File: config.mk
export PLATFORM = sky130hd
export DESIGN_NAME = ev_timer_regs
export DESIGN_NICKNAME = d
export VERILOG_FILES = /design/src/rtl/ev_timer_pkg.sv /design/src/rtl/ev_timer_decode.sv /design/src/rtl/ev_timer_globals.sv /design/src/rtl/ev_timer_regs.sv
export SDC_FILE = /design/constraint.sdc
export NUM_CORES = 1
export LEC_CHECK = 0
export ABC_AREA = 1
export CORE_AREA = 2 2 143 145
export DETAILED_ROUTE_END_ITERATION = 16
export DIE_AREA = 0 0 145 147
export PLACE_DENSITY = 0.86
export SLEW_MARGIN = 30
export SYNTH_ARGS = -nofsm -noshare
export SYNTH_HDL_FRONTEND = slang
export SYNTH_SLANG_ARGS = --single-unit
File: constraint.sdc
create_clock -name clk -period 10.2 [get_ports clk]
set_input_delay 2.04 -clock clk [delete_from_list [all_inputs] [get_ports clk]]
set_output_delay 2.04 -clock clk [all_outputs]
set_load 0.02 [all_outputs]
File: src/rtl/ev_timer_pkg.sv
package ev_timer_pkg;

    localparam int TIDX_W        = 5;
    localparam int OFF_CAP       = 'h000;
    localparam int OFF_CFG       = 'h010;
    localparam int OFF_STS       = 'h020;
    localparam int OFF_CNT       = 'h0F0;
    localparam int OFF_TMR       = 'h100;
    localparam int TMR_STRIDE_LG = 5;

    typedef enum logic [2:0] {
        TGT_NONE,
        TGT_CAP,
        TGT_CFG,
        TGT_STS,
        TGT_CNT,
        TGT_TMR
    } tgt_e;

    typedef struct packed {
        logic              acc;
        logic              rd;
        logic              wr;
        logic              hi;
        tgt_e              tgt;
        logic [TIDX_W-1:0] tidx;
        logic [1:0]        tword;
        logic [63:0]       wdata;
        logic [63:0]       wmask;
    } dec_t;

    // Synthesized capability word
    function automatic logic [63:0] cap_word(int unsigned ntim, int unsigned period_fs);
        logic [63:0] c;
        c        = '0;
        c[7:0]   = 8'h01;
        c[12:8]  = 5'(ntim - 1);
        c[13]    = 1'b0;
        c[15]    = 1'b1;
        c[31:16] = 16'h8086;
        c[63:32] = 32'(period_fs);
        return c;
    endfunction

endpackage

File: src/rtl/ev_timer_decode.sv
module ev_timer_decode
    import ev_timer_pkg::*;
#(
    parameter int ADDR_W     = 12,
    parameter int NUM_TIMERS = 8
) (
    input  logic              req_valid,
    input  logic              req_write,
    input  logic [ADDR_W-1:0] req_addr,
    input  logic [3:0]        req_size,
    input  logic [63:0]       req_wdata,
    output dec_t              dec
);

    localparam logic [ADDR_W-1:0] A_CAP = ADDR_W'(OFF_CAP);
    localparam logic [ADDR_W-1:0] A_CFG = ADDR_W'(OFF_CFG);
    localparam logic [ADDR_W-1:0] A_STS = ADDR_W'(OFF_STS);
    localparam logic [ADDR_W-1:0] A_CNT = ADDR_W'(OFF_CNT);
    localparam logic [ADDR_W-1:0] A_TMR = ADDR_W'(OFF_TMR);
    localparam logic [ADDR_W-1:0] N_TMR = ADDR_W'(NUM_TIMERS);

    logic              size_ok;
    logic              align_ok;
    logic              acc;
    logic              hi;
    logic [ADDR_W-1:0] base;
    logic [ADDR_W-1:0] toff;
    logic [ADDR_W-1:0] slot;

    always_comb begin
        size_ok  = (req_size == 4'd4) || (req_size == 4'd8);
        align_ok = (req_size == 4'd8) ? (req_addr[2:0] == 3'b000)
                                      : (req_addr[1:0] == 2'b00);
        acc      = req_valid && size_ok && align_ok;
        hi       = (req_size == 4'd4) && req_addr[2];
        base     = {req_addr[ADDR_W-1:3], 3'b000};
        toff     = base - A_TMR;
        slot     = toff >> TMR_STRIDE_LG;

        dec       = '0;
        dec.acc   = acc;
        dec.rd    = acc && !req_write;
        dec.wr    = acc && req_write;
        dec.hi    = hi;
        dec.wdata = hi ? {req_wdata[31:0], 32'h0} : req_wdata;
        if (req_size == 4'd8) begin
            dec.wmask = '1;
        end else if (hi) begin
            dec.wmask = {{32{1'b1}}, 32'h0};
        end else begin
            dec.wmask = {32'h0, {32{1'b1}}};
        end

        dec.tgt = TGT_NONE;
        if (base == A_CAP) begin
            dec.tgt = TGT_CAP;
        end else if (base == A_CFG) begin
            dec.tgt = TGT_CFG;
        end else if (base == A_STS) begin
            dec.tgt = TGT_STS;
        end else if (base == A_CNT) begin
            dec.tgt = TGT_CNT;
        end else if (base >= A_TMR && slot < N_TMR && toff[4:3] != 2'd3) begin
            dec.tgt   = TGT_TMR;
            dec.tidx  = slot[TIDX_W-1:0];
            dec.tword = toff[4:3];
        end
    end

endmodule

File: src/rtl/ev_timer_globals.sv
module ev_timer_globals #(
    parameter int NUM_TIMERS = 8
) (
    input  logic                  clk,
    input  logic                  rst_n,
    input  logic                  wr_cfg,
    input  logic                  wr_sts,
    input  logic                  wr_cnt,
    input  logic [31:0]           wdata,
    input  logic [31:0]           wmask,
    input  logic                  tick_en,
    input  logic [NUM_TIMERS-1:0] sts_set,
    output logic [1:0]            cfg_o,
    output logic [NUM_TIMERS-1:0] sts_o,
    output logic [31:0]           cnt_o,
    output logic                  arm_o,
    output logic                  stop_o
);

    typedef struct packed {
        logic [1:0]            cfg;
        logic [NUM_TIMERS-1:0] sts;
        logic [31:0]           cnt;
        logic                  arm;
        logic                  stop;
    } glb_st_t;

    glb_st_t st_d, st_q;

    logic                  en;
    logic [1:0]            cfg_new;
    logic [NUM_TIMERS-1:0] clr;
    logic [NUM_TIMERS-1:0] setv;

    always_comb begin
        st_d      = st_q;
        st_d.arm  = 1'b0;
        st_d.stop = 1'b0;
        en        = st_q.cfg[0];
        cfg_new   = (st_q.cfg & ~wmask[1:0]) | (wdata[1:0] & wmask[1:0]);
        clr       = wr_sts ? (wdata[NUM_TIMERS-1:0] & wmask[NUM_TIMERS-1:0]) : '0;
        setv      = en ? sts_set : '0;

        // a set in the same cycle wins over a write-one-to-clear
        st_d.sts = (st_q.sts & ~clr) | setv;

        if (wr_cfg) begin
            st_d.cfg = cfg_new;
            if (cfg_new[0] && !en) begin
                st_d.arm = 1'b1;
            end
            if (!cfg_new[0] && en) begin
                st_d.stop = 1'b1;
                st_d.sts  = '0;
            end
        end

        if (wr_cnt) begin
            st_d.cnt = (st_q.cnt & ~wmask) | (wdata & wmask);
            if (en) begin
                st_d.arm = 1'b1;
            end
        end else if (en && tick_en) begin
            st_d.cnt = st_q.cnt + 32'd1;
        end
    end

    always_ff @(posedge clk or negedge rst_n) begin
        if (!rst_n) begin
            st_q <= '0;
        end else begin
            st_q <= st_d;
        end
    end

    assign cfg_o  = st_q.cfg;
    assign sts_o  = st_q.sts;
    assign cnt_o  = st_q.cnt;
    assign arm_o  = st_q.arm;
    assign stop_o = st_q.stop;

endmodule

File: src/rtl/ev_timer_regs.sv
module ev_timer_regs
    import ev_timer_pkg::*;
#(
    parameter int          ADDR_W     = 12,
    parameter int          NUM_TIMERS = 8,
    parameter int unsigned PERIOD_FS  = 100000000
) (
    input  logic                  clk,
    input  logic                  rst_n,
    input  logic                  req_valid,
    input  logic                  req_write,
    input  logic [ADDR_W-1:0]     req_addr,
    input  logic [3:0]            req_size,
    input  logic [63:0]           req_wdata,
    output logic [63:0]           rsp_rdata,
    input  logic                  tick_en,
    input  logic [NUM_TIMERS-1:0] sts_set,
    output logic                  glb_en,
    output logic                  leg_route,
    output logic [NUM_TIMERS-1:0] irq_status,
    output logic                  arm_all,
    output logic                  stop_all,
    output logic [NUM_TIMERS-1:0] tmr_sel,
    output logic                  tmr_wr,
    output logic                  tmr_rd,
    output logic [1:0]            tmr_word,
    output logic [63:0]           tmr_wdata,
    output logic [63:0]           tmr_wmask,
    input  logic [63:0]           tmr_rdata
);

    localparam logic [63:0] CAP_VAL = cap_word(NUM_TIMERS, PERIOD_FS);

    dec_t                  dec;
    logic [1:0]            glb_cfg;
    logic [NUM_TIMERS-1:0] glb_sts;
    logic [31:0]           glb_cnt;
    logic                  is_tmr;
    logic [63:0]           full;
    logic [63:0]           rd_d, rd_q;

    ev_timer_decode #(
        .ADDR_W    (ADDR_W),
        .NUM_TIMERS(NUM_TIMERS)
    ) i_dec (
        .req_valid(req_valid),
        .req_write(req_write),
        .req_addr (req_addr),
        .req_size (req_size),
        .req_wdata(req_wdata),
        .dec      (dec)
    );

    ev_timer_globals #(
        .NUM_TIMERS(NUM_TIMERS)
    ) i_glb (
        .clk    (clk),
        .rst_n  (rst_n),
        .wr_cfg (dec.wr && dec.tgt == TGT_CFG),
        .wr_sts (dec.wr && dec.tgt == TGT_STS),
        .wr_cnt (dec.wr && dec.tgt == TGT_CNT),
        .wdata  (dec.wdata[31:0]),
        .wmask  (dec.wmask[31:0]),
        .tick_en(tick_en),
        .sts_set(sts_set),
        .cfg_o  (glb_cfg),
        .sts_o  (glb_sts),
        .cnt_o  (glb_cnt),
        .arm_o  (arm_all),
        .stop_o (stop_all)
    );

    // Channel forwarding
    assign is_tmr = dec.acc && (dec.tgt == TGT_TMR);

    for (genvar i = 0; i < NUM_TIMERS; i++) begin : g_sel
        assign tmr_sel[i] = is_tmr && (dec.tidx == TIDX_W'(i));
    end

    assign tmr_wr    = is_tmr && dec.wr;
    assign tmr_rd    = is_tmr && dec.rd;
    assign tmr_word  = dec.tword;
    assign tmr_wdata = dec.wdata;
    assign tmr_wmask = dec.wmask;

    // Read path
    always_comb begin
        unique case (dec.tgt)
            TGT_CAP: full = CAP_VAL;
            TGT_CFG: full = {62'h0, glb_cfg};
            TGT_STS: full = 64'(glb_sts);
            TGT_CNT: full = {32'h0, glb_cnt};
            TGT_TMR: full = tmr_rdata;
            default: full = '0;
        endcase

        rd_d = rd_q;
        if (req_valid && !req_write) begin
            if (dec.rd) begin
                rd_d = dec.hi ? (full >> 32) : full;
            end else begin
                rd_d = '0;
            end
        end
    end

    always_ff @(posedge clk or negedge rst_n) begin
        if (!rst_n) begin
            rd_q <= '0;
        end else begin
            rd_q <= rd_d;
        end
    end

    assign rsp_rdata  = rd_q;
    assign glb_en     = glb_cfg[0];
    assign leg_route  = glb_cfg[1];
    assign irq_status = glb_sts;

endmodule

==> impl_metrics.py, run 1 <==
metrics = {
    "placed_design": {
        "gp_congestion": 0.9386,
        "hpwl_um": 22860,
        "io_buffers": 372,
    },
    "logic_synthesis": {
        "ys_seq_area_frac": 0.3458,
        "synth_top_area_share": 0.3458,
        "synthCells": 1258,
        "synth-edff-count": 0,
        "synthTopCellsByCount": "666 x nand2_1, 108 x dfrtp_1, 91 x nor2_1, 83 x inv_1, 81 x nand3_1",
        "syn_area_per_cell_um2": 6.212,
        "yosysWarnings": 0,
        "syn_nets": 1418,
        "ys_types": 32,
        "ys_ff_latch": 108,
        "syn_area_mm2": 0.007815,
        "synthTopCellsByArea": "dfrtp_1 35%, nand2_1 32%, buf_4 6.3%",
        "async_flop_share": 1.000,
        "synth_area_leader_cell": "dfrtp_1",
        "synth_ff_type": "dfrtp_1",
        "post-synth-top-count-cell": "nand2_1",
    },
    "cts": {
        "cts-htree-levels": 3,
        "clk_latency_ns": 0.36,
        "cts_tree": "built",
        "cts_resized": 0,
        "path_clk_slew_ns": 0.07,
        "postCtsHoldBufs": 0,
        "cts_buffers": 9,
        "cts-root-buf": "clkbuf_16",
        "postCtsSetupBuffers": 0,
        "clk_path_buf_depth": 2,
        "cts_sinks": 108,
    },
    "timing": {
        "fmax_ghz": 0.1268,
        "fin_crit_sh": 0.7731,
        "finalSetupViolations": 0,
        "rsz0062_at_grt": "false",
        "tns_ns": 0,
        "fin_skew_ns": 0.01085,
        "fin_crit_ns": 7.885,
        "fin_hold_ws_ns": 0.4838,
        "hold_viol_final": 0,
        "slew_violations": 0,
        "slew_headroom": 0.3591,
        "tightestPinTransition_ns": 0.9577,
    },
    "floorplanning": {
        "initial_core_util": 0.3938,
        "pin_count": 373,
        "dieArea_mm2": 0.02132,
        "fp.dieW_um": 145,
        "rows": 52,
        "fp.dieH_um": 147,
        "core_mm2": 0.01984,
    },
    "drt": {
        "wl_met3_um": 2519,
        "drtPass1Iterations": 6,
        "drtAntennaViolNets": 0,
        "drt-initial-drc-count": 628,
        "routedWlPerCell_um": 16.40,
        "top_layer_used": "met4",
        "wl_um": 29670,
        "wl_met1_um": 12200,
        "vias": 8989,
        "drc": 0,
        "vias_per_cell": 4.969,
        "detailroute.wirelength.met2_um": 13980,
    },
    "worst_hold_path": {
        "holdCritPathClass": "flip-flop to flip-flop",
    },
    "power_and_ir_drop": {
        "peakVddDrop_uv": 61.04,
        "leakage_nw": 5.668,
        "power.density_mw_per_mm2": 93.92,
        "p_total_mw": 1.084,
    },
    "grt": {
        "grt_pass1_wl_um": 46020,
        "antenna_found_initial": 1,
        "grt_pass1_vias": 8449,
        "grt_max_degree": 90,
        "grtUsageTotal": 0.2718,
        "grt-ovfl-total": 0,
    },
    "worst_setup_path": {
        "crit_fanout": 40,
        "cp-end-kind": "primary output",
        "crit_arrival_ns": 5.85,
        "cp-start-kind": "input pin",
        "critPathRequiredTime_ns": 8.16,
        "crit_type": "input pin to primary output",
    },
    "cells_and_area": {
        "nets": 1694,
        "antennaDiodeCount": 0,
        "drive_gt1_frac": 0.02924,
        "area_growth_pct": 47.73,
        "n_fill_cell": 1882,
    },
    "flow_run": {
        "max_cap_viol_count": 0,
    },
    "status": {
        "outcome": "completed",
    },
}
-- cell families (layout without fill, tap and decap cells) --
logic type               after synthesis  count (layout)  synth area share
adder cells (fa/ha/maj)                3               3          0.004804
flip-flops                           108             108            0.3458
AO/OA/AOI/OAI                         61              61           0.05011
XOR/XNOR                              16              16           0.01793
buffers and inverters                200             481            0.1330
AND/OR/NAND/NOR                      870             870            0.4483
-- report_power, final --
group / switching (mW) / leakage [nW] / internal [mW]
clock: 0.173 / 0.162 / 0.219
sequential: 0.0169 / 1.46 / 0.436
combinational: 0.122 / 4.05 / 0.117
total: 0.312 / 5.67 / 0.772
-- metal layers --
layer / vias to the layer above / track usage
met2: 447 / 0.4519
met1: 4093 / 0.3532
met4: 0 / 0.09752
met5: - / 0
met3: 65 / 0.05497
li1: 4384 / -
-- critical path, cell delays in order --
cell and delay [ns]:
clkdlybuf4s50_1 0.56, inv_1 0.10, ha_1 0.21, xor2_1 0.15
nor2_2 0.63, nand2_2 0.40, inv_2 0.66, nand4_1 0.31
nor2_1 0.16, clkdlybuf4s50_1 0.62
-- per-stage QoR --
stage          instance area (µm²)    util  setup slack [ns]  cells
4_1_cts                      11540  0.5814             2.378   1809
6_report                     11540  0.5818             2.315   1809
3_5_place_dp                 11210  0.5647             2.377   1793
3_3_place_gp                 11210  0.5647             2.512   1793
2_1_floorplan                 7815       -             3.267   1258
5_1_grt                      11540  0.5818             2.096   1809
-- final timing paths --
kind | from | to | slack (ns) | cells after the start
worst min-delay path | rsp_rdata[54] | rsp_rdata[54] | 0.48 | 2
worst max register to register | flip-flop | flip-flop | 8.02 | 11
worst max-delay path | req_addr[8] | tmr_sel[4] | 2.31 | 10
min in group asynchronous | rst_n | rsp_rdata[40] | 1.62 | 1
worst min register to register | rsp_rdata[54] | rsp_rdata[54] | 0.48 | 2
max in group asynchronous | rst_n | asynchronous set/reset pin | 7.55 | 2
-- final cells by class --
cell class,count,area (µm²),share of cell area
multi-input cells,950,4083,0.3536
repair buffers,376,3755,0.3252
flip-flops and latches,108,2703,0.2341
well taps,270,337.8,0.02926
inverters,89,335.3,0.02905
clock buffers,9,225.2,0.01951
clock inverters,7,106.4,0.009212
-- layout by cell type, fill, tap and decap left out, drive strengths merged, types with 6 or more instances in the layout --
| master | instances |
|---|---|
| nand2 | 671 |
| clkdlybuf4s50 | 371 |
| dfrtp | 108 |
| nor2 | 97 |
| inv | 89 |
| nand3 | 83 |
| o21ai | 20 |
| xor2 | 12 |
| a21oi | 11 |
| a22o | 10 |
| a22oi | 10 |
| o211ai | 9 |
| clkbuf | 9 |
| nand4 | 9 |
| nand3b | 6 |
Note: power is estimated with default switching activity, not from simulation.
==> run 2: changes to the inputs <==
--- a/config.mk
+++ b/config.mk
@@ -6,9 +6,8 @@
 export NUM_CORES = 1
 export LEC_CHECK = 0
 export ABC_AREA = 1
-export CORE_AREA = 2 2 143 145
+export CORE_UTILIZATION = 38
 export DETAILED_ROUTE_END_ITERATION = 16
-export DIE_AREA = 0 0 145 147
 export PLACE_DENSITY = 0.86
 export SLEW_MARGIN = 30
 export SYNTH_ARGS = -nofsm -noshare
==> constraint.sdc (replaced) <==
create_clock -name clk -period 6.6 [get_ports clk]
set_input_delay 1.32 -clock clk [delete_from_list [all_inputs] [get_ports clk]]
set_output_delay 1.32 -clock clk [all_outputs]
set_load 0.02 [all_outputs]
==> run 2 against run 1 <==
Against the previous run: sequential power grew 54%; combinational power grew 54%; critical endpoint is now tmr_sel[7]; final area shrank 0.18%.
==> impl_metrics.py, run 2 (synthesized netlist as in run 1, its figures left out) <==
metrics = {
    "drt": {
        "drtAntennaViolNets": 0,
        "vias": 9009,
        "drtPass1Iterations": 5,
        "drc": 0,
        "routedWlPerCell_um": 16.04,
        "drt-initial-drc-count": 584,
        "wl_um": 29060,
        "vias_per_cell": 4.972,
    },
    "placed_design": {
        "io_buffers": 372,
        "hpwl_um": 22320,
        "gp_congestion": 0.9300,
        "place_inst": 1796,
        "pre_cts_slack_ns": 1.266,
    },
    "worst_setup_path": {
        "rrSetupSlack_ns": 4.37,
        "r2r.worst_path.cells": 12,
        "crit_type": "input pin to primary output",
        "crit_arrival_ns": 4.08,
        "crit_fanout": 19,
        "critPathRequiredTime_ns": 5.28,
        "cp-start-kind": "input pin",
        "cp-end-kind": "primary output",
    },
    "cts": {
        "cts_sinks": 108,
        "clk_latency_ns": 0.36,
        "cts_resized": 0,
        "postCtsHoldBufs": 0,
        "cts_buffers": 9,
        "path_clk_slew_ns": 0.07,
        "postCtsSetupBuffers": 0,
        "clk_path_buf_depth": 2,
        "cts_tree": "built",
        "cts-htree-levels": 3,
        "cts-root-buf": "clkbuf_16",
    },
    "cells_and_area": {
        "nets": 1697,
        "n_fill_cell": 1921,
        "antennaDiodeCount": 0,
        "drive_gt1_frac": 0.03113,
        "finalNonFillerCells": 1812,
        "layout_common_cells": "665 x nand2_1, 371 x clkdlybuf4s50_1, 108 x dfrtp_1",
        "mostFrequentLayoutCell": "nand2_1",
        "area_growth_pct": 47.45,
    },
    "power_and_ir_drop": {
        "p_total_mw": 1.603,
        "leakage_nw": 5.661,
        "peakVddDrop_uv": 101.8,
        "power.density_mw_per_mm2": 139.1,
    },
    "floorplanning": {
        "fp.dieH_um": 145.4,
        "rows": 52,
        "initial_core_util": 0.3875,
        "dieArea_mm2": 0.02114,
        "pin_count": 373,
        "core_mm2": 0.02017,
        "fp.dieW_um": 145.4,
    },
    "grt": {
        "antenna_found_initial": 0,
        "grt_pass1_vias": 8515,
        "grt_pass1_wl_um": 45760,
        "grt_max_degree": 77,
        "grt-ovfl-total": 0,
        "grtUsageTotal": 0.2735,
    },
    "flow_run": {
        "max_cap_viol_count": 0,
    },
    "timing": {
        "fin_crit_ns": 5.404,
        "tightestPinTransition_ns": 0.9690,
        "hold_viol_final": 0,
        "rsz0062_at_grt": "false",
        "slew_violations": 0,
        "layout_setup_ws_ns": 1.196,
        "slew_headroom": 0.3524,
        "fin_skew_ns": 0.009669,
        "fmax_ghz": 0.1851,
        "fin_hold_ws_ns": 0.4793,
        "finalSetupViolations": 0,
        "tns_ns": 0,
        "fin_crit_sh": 0.8188,
    },
    "worst_hold_path": {
        "hold_start": "rsp_rdata[56]",
        "holdCritPathClass": "flip-flop to flip-flop",
        "holdPathStages": 2,
        "min_to": "rsp_rdata[56]",
    },
    "status": {
        "outcome": "completed",
    },
}
run 2: cell types whose count changed in the layout (fill, tap and decap cells not counted):
cell        before  now
buf_4            4    7
clkbuf_8         0    2
clkinv_4         3    1
clkinv_2         1    3
clkinvlp_4       0    1
inv_8            1    0
bufinv_16        2    0
run 2: where the power goes:
group,total [mW],switching (mW),internal [mW]
Sequential,0.698,0.0235,0.674
Clock,0.537,0.259,0.278
Combinational,0.369,0.188,0.181
run 2: through the flow:
stage | instance area [µm²] | utilization
final | 11520 | 0.5713
after global routing | 11520 | 0.5713
after CTS | 11520 | 0.5710
after detailed placement | 11230 | 0.5567
after global placement | 11230 | 0.5567
after floorplan | 7815 | -
run 2: how the worst max path moves through the flow:
stage / from / to / slack, ns / cells past startpoint
finish: req_addr[8] / tmr_sel[7] / 1.20 / 11
floorplan: req_size[2] / tmr_wmask[33] / 1.11 / 7
global placement: req_addr[8] / tmr_sel[6] / 1.34 / 11
detailed placement: req_addr[8] / tmr_sel[7] / 1.27 / 11
global route: req_addr[8] / tmr_sel[7] / 1.04 / 11
CTS: req_addr[8] / tmr_sel[7] / 1.27 / 11
run 2: area by class of cell:
| class | count | area [µm²] | area share |
|---|---|---|---|
| Clock buffer | 11 | 252.7 | 0.02193 |
| Clock inverter | 5 | 35.03 | 0.003040 |
| Inverter | 89 | 335.3 | 0.02910 |
| Multi-Input combinational cell | 950 | 4083 | 0.3543 |
| Sequential cell | 108 | 2703 | 0.2345 |
| Tap cell | 270 | 337.8 | 0.02932 |
| Timing Repair Buffer | 379 | 3777 | 0.3278 |
run 2: layer usage:
layer	part of all wire	vias up	global-route usage	routed length (µm)
met5	0	-	0	0
met4	0.030	0	0.1037	865
met3	0.074	54	0.03699	2147
met2	0.47	440	0.4577	13710
met1	0.42	4121	0.3597	12340
li1	-	4394	-	-
run 2: worst max-delay path, cell delays in order:
cell             delay, ns
clkdlybuf4s50_1       0.52
inv_1                 0.10
ha_1                  0.21
xor2_1                0.15
nor2_2                0.07
buf_4                 0.23
nand2_2               0.26
nor2_1                0.22
nand4_1               0.19
nor2_1                0.16
clkdlybuf4s50_1       0.64
==> run 3: changes to the inputs <==
==> constraint.sdc (replaced) <==
create_clock -name clk -period 4.45 [get_ports clk]
set_input_delay 0.89 -clock clk [delete_from_list [all_inputs] [get_ports clk]]
set_output_delay 0.89 -clock clk [all_outputs]
set_load 0.02 [all_outputs]
==> run 3 against run 2 <==
Against the previous run: clock skew is 0.0018 ns higher; worst setup slack worse by 0.97 ns; critical path type unchanged; critical endpoint unchanged; non-clock buffer count is 7 higher; register-to-register slack worse by 2.0 ns; global-route usage is 0.30 points lower; wire length hardly changed; sequential power is 49% higher; critical path depth is 1 lower.
==> impl_metrics.py, run 3 (synthesized netlist as in run 1, its figures left out) <==
metrics = {
    "drt": {
        "vias_per_cell": 4.971,
        "routedWlPerCell_um": 15.97,
        "vias": 9043,
        "wl_um": 29040,
        "drtPass1Iterations": 5,
        "drt-initial-drc-count": 644,
        "drtAntennaViolNets": 0,
        "drc": 0,
    },
    "cts": {
        "cts_tree": "built",
        "clk_path_buf_depth": 2,
        "cts-htree-levels": 3,
        "postCtsSetupBuffers": 0,
        "cts-root-buf": "clkbuf_16",
        "cts_buffers": 9,
        "cts_sinks": 108,
        "path_clk_slew_ns": 0.08,
        "postCtsHoldBufs": 0,
        "clk_latency_ns": 0.35,
        "cts_resized": 0,
    },
    "grt": {
        "grtUsageTotal": 0.2704,
        "grt_pass1_vias": 8562,
        "grt_max_degree": 78,
        "antenna_found_initial": 0,
        "grt_pass1_wl_um": 45390,
        "grt-ovfl-total": 0,
    },
    "floorplanning": {
        "fp.dieH_um": 145.4,
        "rows": 52,
        "core_mm2": 0.02017,
        "fp.dieW_um": 145.4,
        "initial_core_util": 0.3875,
        "pin_count": 373,
        "dieArea_mm2": 0.02114,
    },
    "power_and_ir_drop": {
        "seq_power_share": 0.423,
        "leakage_nw": 5.717,
        "sw_frac_of_total": 0.2967,
        "clockPowerShare": 0.350,
        "p_int_mw": 1.725,
        "p_total_mw": 2.452,
        "peakVddDrop_uv": 150.2,
        "switchingPower_uw": 727.5,
        "power.density_mw_per_mm2": 211.2,
        "comb_power_share": 0.226,
    },
    "cells_and_area": {
        "fin_util": 0.5757,
        "antennaDiodeCount": 0,
        "drive_gt1_frac": 0.03551,
        "mostFrequentLayoutCell": "nand2_1",
        "finalInstanceArea_mm2": 0.01161,
        "nets": 1704,
        "seqCellArea_mm2": 0.002703,
        "area_growth_pct": 48.59,
        "layout_common_cells": "665 x nand2_1, 371 x clkdlybuf4s50_1, 108 x dfrtp_1",
        "n_fill_cell": 1830,
        "multi_input_area_mm2": 0.004083,
    },
    "timing": {
        "fin_crit_sh": 0.9498,
        "fmax_ghz": 0.2366,
        "rsz0062_at_grt": "false",
        "slew_headroom": 0.3229,
        "fin_crit_ns": 4.227,
        "fin_skew_ns": 0.01149,
        "tightestPinTransition_ns": 1.012,
        "finalSetupViolations": 0,
        "slew_violations": 0,
        "tns_ns": 0,
        "hold_viol_final": 0,
    },
    "placed_design": {
        "gp_congestion": 0.9255,
        "io_buffers": 372,
        "placedInstanceArea_mm2": 0.01129,
        "hpwl_um": 22370,
    },
    "worst_hold_path": {
        "holdCritPathClass": "input pin to asynchronous set/reset pin",
    },
    "flow_run": {
        "max_cap_viol_count": 0,
    },
    "worst_setup_path": {
        "rrSetupSlack_ns": 2.35,
        "r2r.worst_path.cells": 10,
        "cp-start-kind": "input pin",
        "crit_type": "input pin to primary output",
        "critPathRequiredTime_ns": 3.56,
        "crit_arrival_ns": 3.34,
        "cp-end-kind": "primary output",
        "crit_fanout": 8,
    },
    "status": {
        "outcome": "completed",
    },
}
==> run 3: metrics by stage <==
stage,instances,hold slack (ns),worst slack [ns]
floorplan,1258,0.4829,0.4401
global placement,1803,0.4614,0.4027
detailed placement,1803,0.4640,0.2848
CTS,1819,0.4841,0.2753
global route,1819,0.5110,0.1221
finish,1819,0.4780,0.2232
==> run 3: area by class of cell <==
cell class              count  area share
clock buffers               9     0.01939
multi-input cells         950      0.3516
clock inverters             7    0.007758
flip-flops and latches    108      0.2327
well taps                 270     0.02909
inverters                  89     0.02888
repair buffers            386      0.3306
==> run 3: power by group through the flow <==
stage / logic, mW / registers, mW / clock network [mW]
floorplan: 0.258 / 1.04 / 0
global placement: 0.546 / 1.05 / 0
detailed placement: 0.554 / 1.06 / 0
CTS: 0.558 / 1.04 / 0.871
global route: 0.599 / 1.04 / 0.904
finish: 0.555 / 1.04 / 0.859
==> run 3: how the worst max path moves through the flow <==
| stage | start | to | slack, ns | cells after the start |
|---|---|---|---|---|
| after floorplan | req_size[2] | tmr_wmask[33] | 0.44 | 7 |
| after global placement | req_addr[8] | tmr_sel[7] | 0.40 | 10 |
| after detailed placement | req_addr[8] | tmr_sel[7] | 0.28 | 10 |
| after CTS | req_addr[8] | tmr_sel[7] | 0.28 | 10 |
| after global routing | req_addr[8] | tmr_sel[5] | 0.12 | 10 |
| final | req_addr[8] | tmr_sel[7] | 0.22 | 10 |
==> run 3: worst max-delay path, cell delays in order <==
cell	delay, ns
clkdlybuf4s50_1	0.53
inv_1	0.09
ha_1	0.22
xor2_1	0.15
nor2_2	0.12
nand2_2	0.15
nor2_1	0.19
nand4_1	0.21
nor2_1	0.15
clkdlybuf4s50_1	0.62
==> run 3: per-layer routing <==
layer  wire length [µm]  vias to the layer above  track usage
li1                   -                     4395            -
met1              12220                     4107       0.3509
met2              14120                      486       0.4673
met3               2067                       55      0.04013
met4                637                        0      0.07684
met5                  0                        -            0
